==> src/rtl/flash_sr_pkg.sv <==
package flash_sr_pkg;
  localparam int unsigned REG_W   = 8;
  localparam int unsigned B_WRE   = 1;
  localparam int unsigned B_IEN   = 2;
  localparam int unsigned B_RDY   = 4;
  localparam int unsigned B_FLAG  = 5;

  function automatic logic [REG_W-1:0] pack_status(input logic wre, input logic ien,
                                                   input logic rdy, input logic flag);
    logic [REG_W-1:0] v;
    v         = '0;
    v[B_WRE]  = wre;
    v[B_IEN]  = ien;
    v[B_RDY]  = rdy;
    v[B_FLAG] = flag;
    return v;
  endfunction
endpackage

==> src/rtl/fsr_ctrl_bits.sv <==
module fsr_ctrl_bits
  import flash_sr_pkg::*;
(
  input  logic             clk,
  input  logic             rst,
  input  logic             wr,
  input  logic [REG_W-1:0] wdata,
  input  logic             done,
  output logic             wre,
  output logic             ien,
  output logic             flag
);
  always_ff @(posedge clk) begin
    if (rst) begin
      wre  <= 1'b0;
      ien  <= 1'b0;
      flag <= 1'b0;
    end else begin
      if (wr) begin
        wre <= wdata[B_WRE];
        ien <= wdata[B_IEN];
      end
      if (done)
        flag <= 1'b1;
      else if (wr && !wdata[B_FLAG])
        flag <= 1'b0;
    end
  end
endmodule

==> src/rtl/fsr_busy.sv <==
module fsr_busy #(
  parameter int unsigned DELAY = 2
) (
  input  logic clk,
  input  logic rst,
  input  logic cmd_pe,
  input  logic cmd_rr,
  input  logic wre,
  input  logic done,
  output logic rdy,
  output logic pe_req,
  output logic rr_req
);
  localparam int unsigned STG = (DELAY > 1) ? DELAY - 1 : 1;

  logic [STG-1:0] pend;
  logic           accept;

  assign accept = cmd_pe & wre & rdy & ~(|pend);

  generate
    if (STG == 1) begin : g_one
      always_ff @(posedge clk) begin
        if (rst) pend <= '0;
        else     pend <= accept;
      end
    end else begin : g_shift
      always_ff @(posedge clk) begin
        if (rst) pend <= '0;
        else     pend <= {pend[STG-2:0], accept};
      end
    end
  endgenerate

  always_ff @(posedge clk) begin
    if (rst) begin
      rdy    <= 1'b1;
      pe_req <= 1'b0;
      rr_req <= 1'b0;
    end else begin
      pe_req <= accept;
      rr_req <= cmd_rr;
      if (done)
        rdy <= 1'b1;
      else if (pend[STG-1])
        rdy <= 1'b0;
    end
  end
endmodule

==> src/rtl/fsr_wr_gate.sv <==
module fsr_wr_gate #(
  parameter int unsigned ADDR_W = 16,
  parameter int unsigned N_GRP  = 2
) (
  input  logic              clk,
  input  logic              rst,
  input  logic              fw_en,
  input  logic [ADDR_W-1:0] fw_addr,
  input  logic [N_GRP-1:0]  sect_wen,
  input  logic              wre,
  output logic              fw_strobe
);
  localparam int unsigned GRP_W = (N_GRP > 1) ? $clog2(N_GRP) : 1;

  logic grp_ok;

  generate
    if (N_GRP == 1) begin : g_single
      assign grp_ok = sect_wen[0];
    end else begin : g_multi
      logic [GRP_W-1:0] sel;
      assign sel    = fw_addr[ADDR_W-1 -: GRP_W];
      assign grp_ok = sect_wen[sel];
    end
  endgenerate

  always_ff @(posedge clk) begin
    if (rst) fw_strobe <= 1'b0;
    else     fw_strobe <= fw_en & wre & grp_ok;
  end
endmodule

==> src/rtl/flash_pe_status_reg.sv <==
module flash_pe_status_reg
  import flash_sr_pkg::*;
#(
  parameter int unsigned ADDR_W    = 16,
  parameter int unsigned N_GRP     = 2,
  parameter int unsigned RDY_DELAY = 2
) (
  input  logic              clk,
  input  logic              rst,
  input  logic              reg_wr,
  input  logic [7:0]        reg_wdata,
  input  logic              reg_rd,
  input  logic              reg_rmw,
  output logic [7:0]        reg_rdata,
  input  logic              cmd_pe,
  input  logic              cmd_rr,
  input  logic              algo_done,
  input  logic              fw_en,
  input  logic [ADDR_W-1:0] fw_addr,
  input  logic [N_GRP-1:0]  sect_wen,
  output logic              pe_req,
  output logic              rr_req,
  output logic              fw_strobe,
  output logic              irq
);
  logic wre_q, ien_q, flag_q, rdy_q;

  fsr_ctrl_bits u_ctrl (
    .clk   (clk),
    .rst   (rst),
    .wr    (reg_wr),
    .wdata (reg_wdata),
    .done  (algo_done),
    .wre   (wre_q),
    .ien   (ien_q),
    .flag  (flag_q)
  );

  fsr_busy #(.DELAY(RDY_DELAY)) u_busy (
    .clk    (clk),
    .rst    (rst),
    .cmd_pe (cmd_pe),
    .cmd_rr (cmd_rr),
    .wre    (wre_q),
    .done   (algo_done),
    .rdy    (rdy_q),
    .pe_req (pe_req),
    .rr_req (rr_req)
  );

  fsr_wr_gate #(.ADDR_W(ADDR_W), .N_GRP(N_GRP)) u_gate (
    .clk       (clk),
    .rst       (rst),
    .fw_en     (fw_en),
    .fw_addr   (fw_addr),
    .sect_wen  (sect_wen),
    .wre       (wre_q),
    .fw_strobe (fw_strobe)
  );

  always_ff @(posedge clk) begin
    if (rst)
      reg_rdata <= '0;
    else if (reg_rd)
      reg_rdata <= pack_status(wre_q, ien_q, rdy_q, flag_q | reg_rmw);
  end

  assign irq = ien_q & flag_q;
endmodule

==> config.mk <==
export PLATFORM = sky130hd
export DESIGN_NAME = flash_pe_status_reg
export DESIGN_NICKNAME = d
export VERILOG_FILES = /design/src/rtl/flash_sr_pkg.sv /design/src/rtl/fsr_ctrl_bits.sv /design/src/rtl/fsr_busy.sv /design/src/rtl/fsr_wr_gate.sv /design/src/rtl/flash_pe_status_reg.sv
export SDC_FILE = /design/constraint.sdc
export NUM_CORES = 1
export LEC_CHECK = 0
export ABC_AREA = 1
export BUFFER_PORTS_ARGS = -buffer_cell sky130_fd_sc_hd__buf_2
export CAP_MARGIN = 20
export CORE_AREA = 2 2 39 41
export DETAILED_ROUTE_END_ITERATION = 12
export DIE_AREA = 0 0 41 43
export GPL_ROUTABILITY_DRIVEN = 0
export HOLD_SLACK_MARGIN = 0.12
export PLACE_DENSITY = 0.76
export SLEW_MARGIN = 20
export SYNTH_ARGS = -nofsm -noshare
export SYNTH_HDL_FRONTEND = slang
export SYNTH_SLANG_ARGS = --single-unit
==> constraint.sdc <==
create_clock -name clk -period 1 [get_ports clk]
set_input_delay 0.25 -clock clk [delete_from_list [all_inputs] [get_ports clk]]
set_output_delay 0.25 -clock clk [all_outputs]
set_load 0.1 [all_outputs]
==> results by group <==
Critical path
  • Critical-path top delay cell: dfxtp_2
  • Critical Path, Cell by Cell: nand2_2, clkinvlp_4, buf_12
  • CP arrival: 0.92 ns
  • Worst path max stage delay: 0.33 ns
  • CP Launch Type: register
  • Delay-heaviest family, CP: flip-flops
  • Crit end category: output pin
  • CP required: 0.75 ns
  • Crit-path max FO: 2
  • WS Path Type: reg2out
  • Crit path buf inv count: 2

Clock tree
  • Clock buffer depth: 2
  • H-Tree Depth: 1
  • Clock Sinks: 11
  • Post-CTS setup buffers: 3
  • Clock slew at reported path FFs: 0.07 ns
  • Post-CTS Resized: 0
  • CTS tree: built
  • TritonCTS buffer count: 3
  • Worst skew pair latency: 0.27 ns
  • Root buffer cell: clkbuf_4
  • Hold-fix buffers, CTS: 0

Synthesis
  • Syn Area/Cell: 7.88 sq um
  • Post-synthesis cell count: 54
  • Syn. warnings: 0
  • Post-synth cell types: 15
  • Sequential area share after synthesis: 51.8%
  • Flop and latch count out of synthesis: 11
  • Mapped cell area: 425 sq um

Power
  • IR drop worst, VDD: 0.808 mV
  • Tot Pwr: 0.00114 W
  • Power per cell area: 1570 nW/um^2
  • Leakage: 0.355 nW

Global route
  • First-pass GRT wire length: 1.61 mm
  • GRT overflow: 0
  • Vias in the first global route: 408
  • Total GRT Usage: 14.2%
  • Pin count of the biggest net entering global routing: 9
  • Initial antenna violation count: 0

Die
  • Rows: 14
  • DIE WIDTH: 41 microns
  • I/O pin count: 47
  • Initial Utilization: 30.7%
  • Chip height: 43 microns
  • CORE AREA: 1380 sq um
  • Die Area: 1760 sq um

Timing
  • Final hold violation count: 0
  • Tmin final: 1.17 ns
  • Fmax: 0.852 GHz
  • Clock Skews: 0.00391 ns
  • Setup ws final: -0.174 ns
  • Final number of max-transition violations: 0
  • Final critical-path share of the clock period: 117%
  • RSZ-0062 raised after global routing: yes
  • Setup violators final: 8

Detailed routing
  • WL final: 953 microns
  • 1st-iter DRT viols: 2
  • DRC errors left: 0
  • Vias: 407
  • Via density: 4.15
  • Pre-Repair DR Iteration Count: 2
  • ANT nets after route: 0
  • Wire length per cell: 9.72 microns

Cells and area
  • Diodes inserted: 0
  • Layout cell share with drive strength beyond 1: 52.4%
  • Nets: 118
  • Syn-to-layout area delta: 70.0%

Status
  • Violated checks: negative setup slack
  • Status: finished with violations

Min path
  • Min-delay worst type: in2reg

Placed design
  • Port buffer count: 22
  • Setup WS pre-CTS: 0.102 ns
  • Post-DP HPWL: 756 microns

Run
  • MaxCap Viol Count: 0
[per-layer routing]
metal	share of wire, %	global-route usage (%)	vias to the layer above
li1	-	-	215
met1	37	13.1	173
met2	55	23.1	15
met3	5.6	4.71	4
met4	2.9	12.0	0
met5	0	0	-
[metrics by stage]
step	std cells	instance area, sq um	util, %	setup TNS [ns]	hold WS (ns)
2_1_floorplan	57	454	-	-0.0317	0.312
3_3_place_gp	91	674	48.7	0	0.442
3_5_place_dp	91	674	48.7	0	0.448
4_1_cts	98	723	52.3	-0.561	0.168
5_1_grt	98	723	52.3	-0.723	0.165
6_report	98	723	52.3	-0.489	0.173
[Yosys cell counts, drive strengths merged]
cell type | number | area (sq um)
dfxtp | 11 | 220
nor2 | 10 | 37.5
inv | 9 | 33.8
o21ai | 6 | 30.0
nand2 | 5 | 18.8
buf | 4 | 30.0
a21oi | 3 | 18.8
nand3 | 2 | 10.0
nor3 | 2 | 15.0
conb | 1 | 3.75
o211ai | 1 | 7.51
[sequential cells by signal, indices dropped and copies added (netlist names)]
| register | cells |
|---|---|
| u_ctrl.ien | 1 |
| u_ctrl.flag | 1 |
| reg_rdata | 4 |
| u_busy.rdy | 1 |
| u_ctrl.wre | 1 |
| u_busy.rr_req | 1 |
| u_gate.fw_strobe | 1 |
| u_busy.pend | 1 |
[layout by cell type, fill, tap and decap left out, types with 3 or more instances in the layout]
master and instances:
buf_2 14, nor2_1 10, dfxtp_2 9, buf_12 8, inv_1 6, nand2_1 4
conb_1 4, o21ai_0 3, o21ai_1 3, clkbuf_4 3, buf_4 3
[cell type report]
class / count / area [sq um]
Timing Repair Buffer: 25 / 253
Clock buffer: 4 / 26.3
Fill cell: 133 / 661
Inverter: 9 / 37.5
Tap cell: 16 / 20.0
Multi-Input combinational cell: 33 / 155
Sequential cell: 11 / 231
[power breakdown]
group | switching, W | total (W) | leakage (nW) | internal, W
Clock | 0.000146 | 0.000301 | 0.0150 | 0.000155
Combinational | 0.000238 | 0.000347 | 0.246 | 0.000109
Sequential | 0.0000235 | 0.000491 | 0.0938 | 0.000467
Total | 0.000408 | 0.00114 | 0.355 | 0.000730
[path summary, 6_finish.rpt]
| kind | startpoint | endpoint | slack, ns | depth (start not counted) |
|---|---|---|---|---|
| min | cmd_rr | u_busy.rr_req$_SDFF_PP0_ | 0.17 | 3 |
| max | u_ctrl.flag$_SDFFE_PP0P_ | irq | -0.17 | 3 |
| max reg2reg | u_ctrl.flag$_SDFFE_PP0P_ | reg_rdata[5]$_SDFFE_PP0P_ | 0.21 | 3 |
| min reg2reg | u_busy.rdy$_SDFFE_PP1P_ | u_busy.pend$_SDFF_PP0_ | 0.47 | 2 |
[kinds of logic after synthesis]
family | after synthesis | share of synthesized area, %
AND/OR/NAND/NOR | 19 | 19.1
AO/OA/AOI/OAI | 10 | 13.2
other | 1 | 0.882
buffers and inverters | 13 | 15.0
flip-flops | 11 | 51.8
[worst register-to-register path, stage by stage, from the launching register on]
cell and delay (ns):
dfxtp_2 0.33, buf_4 0.13, nor3_2 0.17, nor2_1 0.06
Power figures use the tool's default switching activity.
